[src/rtl/jc_pkg.sv]
package jc_pkg;
   // How the first-stage feedback handles patterns outside the ring
   typedef enum logic [0:0] {
      JC_FIX_GATED = 1'b0,  // gate the feedback term so bad codes drain in
      JC_FIX_FLUSH = 1'b1   // detect a bad code and jump straight to state 0
   } jc_fix_e;

   function automatic int unsigned jc_state_count(input int unsigned stages);
      return 2 * stages;
   endfunction

   function automatic int unsigned jc_fix_limit(input int unsigned stages);
      return 2 * stages + 3;
   endfunction
endpackage

[src/rtl/jc_edge_qual.sv]
module jc_edge_qual (
   input  logic clk,
   input  logic clr,
   input  logic rise_in,
   input  logic fall_in,
   output logic step_o
);
   logic rise_q;
   logic fall_q;
   logic rise_hit;
   logic fall_hit;

   // The reset values block both edges at the first clock after release
   always_ff @(posedge clk or posedge clr) begin
      if (clr) begin
         rise_q <= 1'b1;
         fall_q <= 1'b0;
      end else begin
         rise_q <= rise_in;
         fall_q <= fall_in;
      end
   end

   always_comb begin
      rise_hit = rise_in & ~rise_q & ~fall_in;
      fall_hit = ~fall_in & fall_q & rise_in;
      step_o   = rise_hit | fall_hit;
   end


   release_quiet_chk: assert property (@(posedge clk) disable iff (clr)
      $past(clr) |-> !step_o);
endmodule

[src/rtl/jc_ring.sv]
module jc_ring #(
   parameter int unsigned     STAGES   = 4,
   parameter jc_pkg::jc_fix_e FIX_MODE = jc_pkg::JC_FIX_GATED
) (
   input  logic              clk,
   input  logic              clr,
   input  logic              step_i,
   input  logic              load_i,
   input  logic [STAGES-1:0] load_code_i,
   output logic [STAGES-1:0] q_o,
   output logic              legal_o
);
   localparam int unsigned FIX_LIMIT = jc_pkg::jc_fix_limit(STAGES);
   localparam int unsigned FIX_W     = $clog2(FIX_LIMIT + 2) + 1;

   if (STAGES < 3) begin : g_bad_stages
      $error("jc_ring needs at least three stages");
   end

   logic [STAGES-1:0] q;
   logic [STAGES-1:0] q_next;
   logic              head;
   logic              legal;

   // A ring code has at most one boundary between neighbouring stages
   always_comb begin
      int unsigned edges;
      edges = 0;
      for (int i = 0; i < STAGES - 1; i++) begin
         if (q[i] != q[i+1]) edges++;
      end
      legal = (edges <= 1);
   end

   if (FIX_MODE == jc_pkg::JC_FIX_GATED) begin : g_gated
      // The extra term only acts on codes outside the ring
      always_comb begin
         head   = ~q[STAGES-1] & ~(q[STAGES-2] & ~q[STAGES-3]);
         q_next = {q[STAGES-2:0], head};
      end
   end else begin : g_flush
      always_comb begin
         head   = ~q[STAGES-1];
         q_next = legal ? {q[STAGES-2:0], head} : '0;
      end
   end

   always_ff @(posedge clk or posedge clr) begin
      if (clr)         q <= '0;
      else if (load_i) q <= load_code_i;
      else if (step_i) q <= q_next;
   end

   assign q_o     = q;
   assign legal_o = legal;

   // Recovery watch: count events taken while outside the ring
   logic [FIX_W-1:0] fix_cnt;
   always_ff @(posedge clk or posedge clr) begin
      if (clr)                          fix_cnt <= '0;
      else if (legal || load_i)         fix_cnt <= '0;
      else if (step_i && !(&fix_cnt))   fix_cnt <= fix_cnt + 1'b1;
   end


   recovery_bound_chk: assert property (@(posedge clk) disable iff (clr)
      fix_cnt <= FIX_LIMIT[FIX_W-1:0]);


   seed_take_chk: assert property (@(posedge clk) disable iff (clr)
      load_i |=> q == $past(load_code_i));


   shift_chk: assert property (@(posedge clk) disable iff (clr)
      (step_i && !load_i && legal) |=> q[STAGES-1:1] == $past(q[STAGES-2:0]));


   stay_legal_chk: assert property (@(posedge clk) disable iff (clr)
      (step_i && !load_i && legal) |=> legal);
endmodule

[src/rtl/jc_decode.sv]
module jc_decode #(
   parameter int unsigned STAGES = 4
) (
   input  logic [STAGES-1:0]   q_i,
   output logic [2*STAGES-1:0] dec_o,
   output logic                carry_n_o
);
   logic [STAGES-1:0] lower;
   logic [STAGES-1:0] upper;

   // Each state is named by one neighbouring pair of stages
   for (genvar k = 0; k < STAGES; k++) begin : g_pair
      if (k == 0) begin : g_ends
         assign lower[k] = ~q_i[0] & ~q_i[STAGES-1];
         assign upper[k] =  q_i[0] &  q_i[STAGES-1];
      end else begin : g_mid
         assign lower[k] =  q_i[k-1] & ~q_i[k];
         assign upper[k] = ~q_i[k-1] &  q_i[k];
      end
   end

   assign dec_o     = {upper, lower};
   assign carry_n_o = ~q_i[STAGES-1];
endmodule

[src/rtl/johnson_decoded_counter.sv]
module johnson_decoded_counter #(
   parameter int unsigned     STAGES   = 4,
   parameter jc_pkg::jc_fix_e FIX_MODE = jc_pkg::JC_FIX_GATED
) (
   input  logic                clk,
   input  logic                clr,
   input  logic                adv_rise,
   input  logic                adv_fall,
   input  logic                seed_en,
   input  logic [STAGES-1:0]   seed_code,
   output logic [2*STAGES-1:0] dec_out,
   output logic                carry_n
);
   localparam int unsigned STATES = jc_pkg::jc_state_count(STAGES);

   logic              step;
   logic [STAGES-1:0] q;
   logic              legal;

   jc_edge_qual u_edge (
      .clk     (clk),
      .clr     (clr),
      .rise_in (adv_rise),
      .fall_in (adv_fall),
      .step_o  (step)
   );

   jc_ring #(.STAGES(STAGES), .FIX_MODE(FIX_MODE)) u_ring (
      .clk         (clk),
      .clr         (clr),
      .step_i      (step),
      .load_i      (seed_en),
      .load_code_i (seed_code),
      .q_o         (q),
      .legal_o     (legal)
   );

   jc_decode #(.STAGES(STAGES)) u_dec (
      .q_i       (q),
      .dec_o     (dec_out),
      .carry_n_o (carry_n)
   );


   clear_state_chk: assert property (@(posedge clk)
      clr |-> (dec_out == STATES'(1)) && carry_n);


   one_hot_chk: assert property (@(posedge clk) disable iff (clr)
      legal |-> $countones(dec_out) == 1);


   carry_half_chk: assert property (@(posedge clk) disable iff (clr)
      legal |-> carry_n == (dec_out[STAGES-1:0] != '0));


   hold_chk: assert property (@(posedge clk) disable iff (clr)
      (!seed_en && !step) |=> $stable(dec_out));
endmodule

[config.mk]
export PLATFORM = sky130hd
export DESIGN_NAME = johnson_decoded_counter
export DESIGN_NICKNAME = d
export VERILOG_FILES = /design/src/rtl/jc_pkg.sv /design/src/rtl/jc_edge_qual.sv /design/src/rtl/jc_ring.sv /design/src/rtl/jc_decode.sv /design/src/rtl/johnson_decoded_counter.sv
export SDC_FILE = /design/constraint.sdc
export NUM_CORES = 1
export LEC_CHECK = 0
export BUFFER_PORTS_ARGS = -buffer_cell sky130_fd_sc_hd__buf_2
export CELL_PAD_IN_SITES_DETAIL_PLACEMENT = 0
export CELL_PAD_IN_SITES_GLOBAL_PLACEMENT = 1
export CORE_AREA = 2 2 39 41
export CTS_CLUSTER_DIAMETER = 150
export CTS_CLUSTER_SIZE = 30
export DETAILED_ROUTE_END_ITERATION = 7
export DIE_AREA = 0 0 41 43
export PLACE_DENSITY = 0.76
export SLEW_MARGIN = 20
export SYNTH_ARGS = -nofsm -noshare
export SYNTH_HDL_FRONTEND = slang
export SYNTH_SLANG_ARGS = --single-unit
[constraint.sdc]
create_clock -name clk -period 1.9 [get_ports clk]
set_clock_uncertainty 0.2 [all_clocks]
set_input_delay 0.095 -clock clk [delete_from_list [all_inputs] [get_ports clk]]
set_output_delay 0.095 -clock clk [all_outputs]
set_load 0.01 [all_outputs]
# Word level (Yosys, flattened, before mapping)
# Cells that the tools add are included.
# classes
n_addsub	0
multipliers	0
div_mod_pow	0
magnitude_cmp	0
eq_ne	0
shift	0
muxes	2
bitwise	21
n_reduce_logical	1
# ops
operator	count
AND 1 bit	13
2-to-1 mux 4 bit	2
inverter 1 bit	7
nonzero test 2 bit	1
OR 1 bit	1
# totals
reg_bits	6
latchBits	0
ramBits	0
rom_bits	0
inputBits	9
mem_count	0

# Depth between registers and ports, before layout
# Gate-level depths: netlist of run 1.
# depth
depth_word	6
mapped_depth	4
depth_no_buf	3

# Modules after synthesis
# From an unflattened synthesis of run 1, not the netlist that was laid out.
# unflattened
cells_unflattened	37
area_unflattened_um2	380.4
# by_module_without_submodules
module	instances	cells_per_inst	area_each_um2	seq_area_each_um2
jc_ring	1	23	242.7	100.1
jc_edge_qual	1	5	81.3	51.3
jc_decode	1	9	56.3	0.0

# Worst setup path before layout of run 1
# Ideal clock, no wire load.
# synth_path
path_kind	reg2reg
start	register u_edge.rise_q
end	register u_ring.q[2] (netlist: u_ring.q_o[2])
setup_ps	126
arrival_time_ps	1005
setup_slack_ps	569
stages_incl_launch_ff	4
synth_period_minus_slack_ps	1331
cell_sequence	dfstp_2 > nor2b_4 > nor2_1 > a221o_1
# synth_via
elab_chain_cells	5
# synth_lines
element	line	rtl
start, declared	jc_edge_qual.sv:8	logic rise_q;
start signal, assigned	jc_edge_qual.sv:19	rise_q <= rise_in;
inverter 1 bit	jc_edge_qual.sv:25	rise_hit = rise_in & ~rise_q & ~fall_in;
AND 1 bit (2 in series)	jc_edge_qual.sv:25	
OR 1 bit	jc_edge_qual.sv:27	step_o = rise_hit | fall_hit;
nonzero test 2 bit (no source line)	--	
end signal, assigned	jc_ring.sv:50	else if (load_i) q <= load_code_i;
end signal, assigned	jc_ring.sv:51	else if (step_i) q <= q_next;
end, declared	jc_ring.sv:20	logic [STAGES-1:0] q;
# No other way between the ends.
# A chain may end at the register's enable or synchronous reset.

# Final worst setup path of run 1
# layout_path
start	input port adv_fall
end	register u_ring.q[0] (netlist: u_ring.q_o[0])
# layout_via
elab_chain_cells	5
word_cells_on_any_way	6
cone_classes	bitwise (5); reduce/logical (1)
# layout_lines
element	line	rtl
start, declared	johnson_decoded_counter.sv:8	input logic adv_fall,
inverter 1 bit *	jc_edge_qual.sv:25, jc_edge_qual.sv:26	
AND 1 bit (2 in series)	jc_edge_qual.sv:26	fall_hit = ~fall_in & fall_q & rise_in;
OR 1 bit *	jc_edge_qual.sv:27	
nonzero test 2 bit (no source line) *	--	
# Every way passes the cells marked *; elsewhere a longest branch is shown, timed or not.

==> flow_summary.json, run 1 <==
{
  "dr.pass1.iters": 4,
  "critPathArrivalTime_ps": 1350,
  "drv_cap": 0,
  "placed_cell_area_sq_um": 463,
  "final_common_cell": "buf_2",
  "die-width_um": 41,
  "setup_tns_ps": 0,
  "most-common-layout-cells": "buf_2 (17), dlygate4sd3_1 (7), nor2_1 (6)",
  "grt_pass1_wl_mm": 1.28,
  "clkSinkCount": 6,
  "grt_usage": 0.115,
  "grt_pass1_vias": 309,
  "areaGrowthSynthToFinish_pct": 53.8,
  "finalSetupViolations": 0,
  "fin_nets": 75,
  "cts_tree": "built",
  "slew_violations": 0,
  "drtIter0Drc": 7,
  "drc": 0,
  "critical_path_depth": 5,
  "num_rows": 14,
  "via_count": 362,
  "power.leakage_nw": 0.277,
  "ys_seq_area_frac": 0.414,
  "final_core_util": 0.406,
  "cts_root_buf": "clkbuf_4",
  "peakVddDrop_mv": 0.381,
  "antenna_found_initial": 0,
  "worst_slew_pin_slew_ps": 233,
  "status": "finished, violations left",
  "end_kind": "flop",
  "hold_violations": 1,
  "post_drt_wl_per_cell_um": 9.79,
  "stdcell_area_sq_um": 562,
  "crit_path_start_kind": "input port",
  "p_total_uw": 383,
  "critPathSlowestCell": "dlygate4sd3_1",
  "cts_buffers": 3,
  "yosysWarnings": 0,
  "grt_max_degree": 11,
  "reg2reg_depth": 3,
  "holdWs_ps": -0.594,
  "die_area_sq_um": 1760,
  "drt-total-wl_um": 793,
  "post_synth_num_cell_types": 16,
  "finalCriticalPeriod_ps": 1420,
  "synth.avg_cell_area_sq_um": 9.61,
  "core_area_sq_um": 1380,
  "grt_overflow": 0,
  "synth_fp_nets": 47,
  "clk_pin_slew_ps": 50,
  "syn-cell-area_sq_um": 365,
  "rsz0062_at_grt": "no",
  "whs_path_depth": 2,
  "netlist_instances": 38,
  "fmax_mhz": 705,
  "ant_nets": 0,
  "critPathMaxFanout": 3,
  "multi_input_area_sq_um": 198,
  "dp.cells": 70,
  "slew-limit-headroom": 0.842,
  "hold_path.class": "input port to flop",
  "nFillCells": 148,
  "dp_hpwl_um": 606,
  "io_pins": 18,
  "insertion_delay_ps": 250,
  "worstSetupPathType": "input port to flop",
  "htreeDepth": 1,
  "viasPerCell": 4.47,
  "antenna_cells": 0,
  "critPathMaxStageDelay_ps": 520,
  "crit_buf_inv": 2,
  "regArea_sq_um": 151,
  "period_share": 0.746,
  "required_ps": 1830,
  "drive_gt1_frac": 0.385,
  "crit_family": "buffers and inverters",
  "clock_path_buffers": 2,
  "start_util": 0.264,
  "violations": "hold timing",
  "power_density_nw_per_um2": 682,
  "crit_chain": "dlygate4sd3_1 -> buf_2 -> and2b_1 -> nand2_1 -> a221o_1",
  "fin_cells": 81,
  "place.gp.congestion": 0.754,
  "die_h_um": 43,
  "synth-seq-cells": 6,
  "numPortBuffers": 17
}
-- stage by stage --
stage | setup slack [ps] | hold WS (ps)
3_5_place_dp | 529 | -180
2_1_floorplan | 569 | -315
3_3_place_gp | 546 | -180
6_report | 482 | -0.594
4_1_cts | 63.3 | 2.71
5_1_grt | 431 | 11.3
-- area by class of cell --
class / count / area share
Clock buffer: 4 / 0.0468
Inverter: 3 / 0.0200
Multi-Input combinational cell: 28 / 0.352
Sequential cell: 6 / 0.269
Tap cell: 16 / 0.0356
Timing Repair Buffer: 24 / 0.276
-- cells in the mapped netlist --
| library cell | count | share of area |
|---|---|---|
| nor2b_4 | 2 | 0.075 |
| dfrtp_1 | 5 | 0.34 |
| and2b_1 | 1 | 0.021 |
| a221o_1 | 2 | 0.055 |
| nand2b_1 | 2 | 0.034 |
| buf_4 | 1 | 0.021 |
| nand2_1 | 3 | 0.031 |
| o311ai_1 | 2 | 0.048 |
| nor4b_4 | 1 | 0.065 |
| nor2b_1 | 5 | 0.086 |
| dfstp_2 | 1 | 0.072 |
| nor2_1 | 7 | 0.072 |
| nand3_1 | 1 | 0.014 |
| a21boi_1 | 1 | 0.021 |
| o21ai_0 | 1 | 0.014 |
| inv_1 | 3 | 0.031 |
-- cell families after synthesis --
group,after synthesis,synth area share
compound gates,6,0.137
buf+inv,4,0.0514
flops,6,0.414
simple gates,22,0.397
-- registers in the layout, indices dropped and copies added, names as in the netlist --
signal	count
u_edge.fall_q	1
u_edge.rise_q	1
u_ring.q_o	4
-- path summary, 6_finish.rpt --
check / start / endpoint / slack [ps]
worst max-delay path: adv_fall / u_ring.q_o[0] / 480
worst min-delay path: seed_en / u_ring.q_o[3] / -0.6
worst max register to register: u_edge.rise_q / u_ring.q_o[2] / 540
worst min register to register: u_edge.rise_q / u_ring.q_o[3] / 440
max in group asynchronous: clr / u_edge.rise_q / 1130
min in group asynchronous: clr / u_ring.q_o[3] / 100
-- metal layers --
metal  vias to the layer above  track usage  part of all wire
li1                        184            -                 -
met1                       164        0.125              0.44
met2                        14        0.172              0.49
met3                         0       0.0628             0.066
met4                         0       0.0600                 0
met5                         -            0                 0
-- repair_timing --
item                       in CTS  in global routing
hold endpoints to repair       12                  0
hold buffers                    8                  0
setup endpoints to repair       0                  1
gates resized for setup         0                  1
buffers inserted                0                  0
-- report_power, final --
part / switching (mW) / internal [mW] / leakage (nW)
Clock: 0.0473 / 0.0796 / 0.0150
Sequential: 0.0121 / 0.140 / 0.0709
Combinational: 0.0491 / 0.0545 / 0.191
Total: 0.109 / 0.275 / 0.277
Note: power is estimated with default switching activity, not from simulation.
==> run 2: changes to the inputs <==
Settings changed: ABC_AREA set to 1, CORE_AREA 2 2 39 41 to unset, CORE_MARGIN set to 1.5, CORE_UTILIZATION set to 26, DIE_AREA 0 0 41 43 to unset, PLACE_DENSITY 0.76 to 0.78.
Clock period 1.9 ns to 1.5 ns, I/O delays scaled along.
==> flow_summary.json, run 2 <==
{
  "num_rows": 12,
  "dp.cells": 81,
  "ys_seq_area_frac": 0.437,
  "clk_pin_slew_ps": 50,
  "cts_tree": "built",
  "start_util": 0.296,
  "drt-total-wl_um": 754,
  "synth_fp_nets": 60,
  "grt_usage": 0.131,
  "crit_path_start_kind": "flop",
  "post_synth_num_cell_types": 11,
  "setup_tns_ps": 0,
  "end_kind": "output port",
  "crit_chain": "inv_1 -> nand2_1 -> inv_1 -> buf_2",
  "rr_startpoint": "u_edge.rise_q",
  "die_area_sq_um": 1560,
  "critPathSlowestCell": "dfrtp_1",
  "reg2reg_depth": 5,
  "antenna_found_initial": 0,
  "critPathArrivalTime_ps": 990,
  "drtIter0Drc": 10,
  "grt_max_degree": 10,
  "fin_cells": 92,
  "cts_setup_buffers": 0,
  "io_pins": 18,
  "die-width_um": 39.5,
  "netlist_instances": 51,
  "hold_violations": 0,
  "period_share": 0.844,
  "whs_path_depth": 4,
  "cts_resized": 0,
  "finalCriticalPeriod_ps": 1270,
  "clkSinkCount": 6,
  "cts_buffers": 3,
  "yosysWarnings": 0,
  "dp_hpwl_um": 540,
  "insertion_delay_ps": 240,
  "drv_cap": 0,
  "dr.pass1.iters": 3,
  "rsz0062_at_grt": "no",
  "clock_path_buffers": 2,
  "ys.flop_type": "dfrtp_1",
  "peakVddDrop_mv": 0.421,
  "synth_top_area_cell": "dfrtp_1",
  "synth.most_common_cell": "nand2_1",
  "synth-seq-cells": 6,
  "holdWs_ps": 56.9,
  "critPathMaxFanout": 4,
  "hp-start": "seed_en",
  "crit_top_cell": "inv_1",
  "die_h_um": 39.5,
  "worst_slew_pin_slew_ps": 222,
  "worstSetupPathType": "flop to output port",
  "slew_violations": 0,
  "core_area_sq_um": 1170,
  "syn-cell-area_sq_um": 347,
  "synth.avg_cell_area_sq_um": 6.80,
  "viasPerCell": 3.98,
  "grt_pass1_wl_mm": 1.27,
  "areaGrowthSynthToFinish_pct": 54.2,
  "status": "completed",
  "finalSetupViolations": 0,
  "p_total_uw": 502,
  "required_ps": 1220,
  "synth_edf_count": 0,
  "cts_root_buf": "clkbuf_4",
  "synth_top_cell_area_share": 0.361,
  "most-common-layout-cells": "nand2_1 (17), buf_2 (17), inv_1 (9)",
  "hold_path.class": "input port to flop",
  "fmax_mhz": 790,
  "drc": 0,
  "slew-limit-headroom": 0.852,
  "grt_pass1_vias": 300,
  "htreeDepth": 1,
  "grt_overflow": 0,
  "critPathMaxStageDelay_ps": 390,
  "hold_end": "u_ring.q_o[3]",
  "layout_setup_ws_ps": 234,
  "via_count": 366,
  "rrSetupSlack_ps": 340,
  "largest_register_ffs": 4,
  "fin_nets": 88,
  "drive_gt1_frac": 0.333,
  "synthTopCellsByCount": "nand2_1 (17), inv_1 (9), nor2_1 (6)",
  "power.leakage_nw": 0.323,
  "post-place-ws_ps": 343,
  "ant_nets": 0,
  "async_reset_ff_frac": 1.00,
  "antenna_cells": 0,
  "place.gp.congestion": 0.834,
  "power_density_nw_per_um2": 940,
  "post_drt_wl_per_cell_um": 8.20,
  "numPortBuffers": 17,
  "synth_area_leaders": "dfrtp_1 (36%), nand2_1 (18%), inv_1 (9.7%), dfstp_2 (7.6%), nor2_1 (6.5%)",
  "r2r-end": "u_ring.q_o[0]"
}
-- run 2: cell count changes in the layout (fill, tap and decap cells not counted), sizes merged --
cell    change
nand2      +16
o311ai      -2
and2b       -1
nor4b       -1
a21boi      -1
a221o       -2
nor2b       -7
o21ai       +2
nand2b      -2
inv         +7
nor2        +1
nand3       +3
-- run 2: per-layer routing --
metal,track usage,part of all wire,up-vias,wire (um)
li1,-,-,203,-
met1,0.170,0.46,156,348
met2,0.168,0.51,7,385
met3,0.0511,0.025,0,19
met4,0.103,0,0,0
met5,0,0,-,0
-- run 2: cell families after synthesis --
| kind of cell | after synthesis | synth area share |
|---|---|---|
| buf+inv | 11 | 0.141 |
| flops | 6 | 0.437 |
| simple gates | 31 | 0.379 |
| compound gates | 3 | 0.0433 |
-- run 2: how the worst max path moves through the flow --
stage	start	to	slack (ps)	cells past startpoint
after floorplan	u_edge.rise_q	u_ring.q_o[3]	390	5
after global placement	u_edge.rise_q	u_ring.q_o[2]	340	5
after detailed placement	u_edge.rise_q	u_ring.q_o[0]	340	5
after CTS	u_ring.q_o[3]	dec_out[7]	230	3
after global routing	u_ring.q_o[3]	dec_out[7]	150	3
final	u_ring.q_o[1]	dec_out[6]	230	4
-- run 2: final cells by class --
class,count,area [sq um]
inverters,10,37.5
fillers,124,637
well taps,14,17.5
flip-flops and latches,6,151
clock buffers,4,26.3
repair buffers,24,155
multi-input cells,34,146
-- run 2: stage by stage --
stage          cell area (sq um)  utilization
2_1_floorplan                347            -
3_3_place_gp                 438        0.374
3_5_place_dp                 438        0.374
4_1_cts                      534        0.456
5_1_grt                      534        0.456
6_report                     534        0.456
-- run 2: what timing repair did --
item                       4_1_cts  5_1_grt
setup endpoints to repair        0        0
hold buffers                     7        0
hold endpoints to repair        12        0
-- run 2: worst max-delay path: cells and delay by family, from the launching register on --
kind,cells,cell delay (ps)
flops,1,390
buf+inv,3,290
simple gates,1,80
-- run 2: power by group --
part / internal (mW) / switching [mW]
clock network: 0.100 / 0.0541
logic: 0.0665 / 0.0775
registers: 0.182 / 0.0221
total: 0.349 / 0.154
==> run 3: changes to the inputs <==
Settings changed: CORE_UTILIZATION 26 to 24, PLACE_DENSITY 0.78 to 0.76.
Clock period 1.5 ns to 1.08 ns, I/O delays scaled along.
==> flow_summary.json, run 3 (same netlist as run 2, synthesis figures left out) <==
{
  "htreeDepth": 1,
  "worstSetupPathType": "flop to output port",
  "worst_slew_pin_slew_ps": 288,
  "place.gp.congestion": 0.815,
  "ant_nets": 0,
  "num_rows": 13,
  "slew_violations": 0,
  "end_kind": "output port",
  "most-common-layout-cells": "buf_2 (14), nand2_1 (13), dlygate4sd3_1 (7)",
  "grt_overflow": 0,
  "grt_pass1_vias": 307,
  "reg2reg_depth": 4,
  "drt-met1-wl_um": 380,
  "finalCriticalPeriod_ps": 1260,
  "antenna_found_initial": 0,
  "drv_cap": 0,
  "power.leakage_nw": 0.357,
  "cp-endpoint": "dec_out[1]",
  "period_share": 1.17,
  "critPathArrivalTime_ps": 1010,
  "dp.cells": 85,
  "clkSinkCount": 6,
  "met3_wirelength_um": 24,
  "clock_path_buffers": 2,
  "die_area_sq_um": 1680,
  "rrSetupSlack_ps": -60,
  "hold_violations": 1,
  "grt_pass1_wl_mm": 1.26,
  "drive_gt1_frac": 0.530,
  "cts_tree": "built",
  "crit_path_start_kind": "flop",
  "layout_setup_ws_ps": -185,
  "fmax_mhz": 791,
  "drt-total-wl_um": 825,
  "cts_buffers": 3,
  "antenna_cells": 0,
  "required_ps": 830,
  "cts_root_buf": "clkbuf_4",
  "status": "finished, violations left",
  "hold_path.class": "input port to flop",
  "dr.max_layer_used": "met3",
  "violations": "hold timing, setup timing",
  "peakVddDrop_mv": 0.563,
  "core_area_sq_um": 1320,
  "die_h_um": 41,
  "areaGrowthSynthToFinish_pct": 81.9,
  "power_density_nw_per_um2": 1260,
  "crit_start": "u_ring.q_o[1]",
  "largest_register_ffs": 4,
  "drtIter0Drc": 2,
  "fin_nets": 93,
  "holdWs_ps": -4.14,
  "io_pins": 18,
  "numPortBuffers": 17,
  "clk_pin_slew_ps": 50,
  "dp_hpwl_um": 584,
  "start_util": 0.263,
  "dr.pass1.iters": 2,
  "post_drt_wl_per_cell_um": 8.42,
  "critPathMaxFanout": 2,
  "rsz0062_at_grt": "yes",
  "finalSetupViolations": 12,
  "insertion_delay_ps": 240,
  "final_common_cell": "buf_2",
  "rr_startpoint": "u_ring.q_o[0]",
  "wl_met2_um": 420,
  "fin_cells": 98,
  "via_count": 399,
  "die-width_um": 41,
  "drc": 0,
  "viasPerCell": 4.07,
  "r2r-end": "u_ring.q_o[1]",
  "grt_max_degree": 10,
  "slew-limit-headroom": 0.806,
  "grt_usage": 0.115
}
==> run 3: cell type report <==
type / instances / area [sq um]
Multi-Input combinational cell: 34 / 174
Inverter: 10 / 37.5
Clock buffer: 4 / 26.3
Fill cell: 137 / 687
Tap cell: 15 / 18.8
Sequential cell: 6 / 155
Timing Repair Buffer: 29 / 219
==> run 3: worst min path at each step <==
stage                                to  slack, ps  depth (start not counted)     start
after global routing      u_ring.q_o[3]         20                          5  adv_fall
after global placement    u_edge.fall_q       -230                          2       clr
after CTS                 u_ring.q_o[0]         30                          5   seed_en
after detailed placement  u_edge.fall_q       -230                          2       clr
final                     u_ring.q_o[0]         -4                          5  adv_fall
after floorplan           u_edge.fall_q       -360                          1       clr
==> run 3: metrics by stage <==
stage	util	setup slack [ps]	area [sq um]	power, mW	TNS, ps
finish	0.479	-185	631	0.797	-1170
global route	0.479	-239	631	0.860	-1790
CTS	0.459	-182	604	0.775	-1330
detailed placement	0.350	-81.2	462	0.493	-298
global placement	0.350	-62.1	462	0.494	-233
floorplan	-	-23.7	347	0.394	-94.1
==> run 3: timing repair <==
action                     4_1_cts  5_1_grt
pin swaps                        4        3
setup buffers                    2        0
setup endpoints to repair       13       13
hold endpoints to repair        12        1
hold buffers                     7        1
resized for setup               11        9
==> run 3: per-layer routing <==
metal | vias up | GRT usage
li1 | 214 | -
met1 | 178 | 0.159
met2 | 7 | 0.176
met3 | 0 | 0.0326
met4 | 0 | 0.0250
met5 | - | 0
==> run 3: worst max-delay path, cell delays in order (launching register included) <==
cell and delay [ps]:
dfrtp_1 400, buf_4 150, nor2_2 90, buf_2 130
==> run 3: report_power, final <==
| group | total, mW | switching [mW] | internal [mW] |
|---|---|---|---|
| clock network | 0.218 | 0.0781 | 0.140 |
| logic | 0.291 | 0.138 | 0.153 |
| registers | 0.288 | 0.0325 | 0.255 |
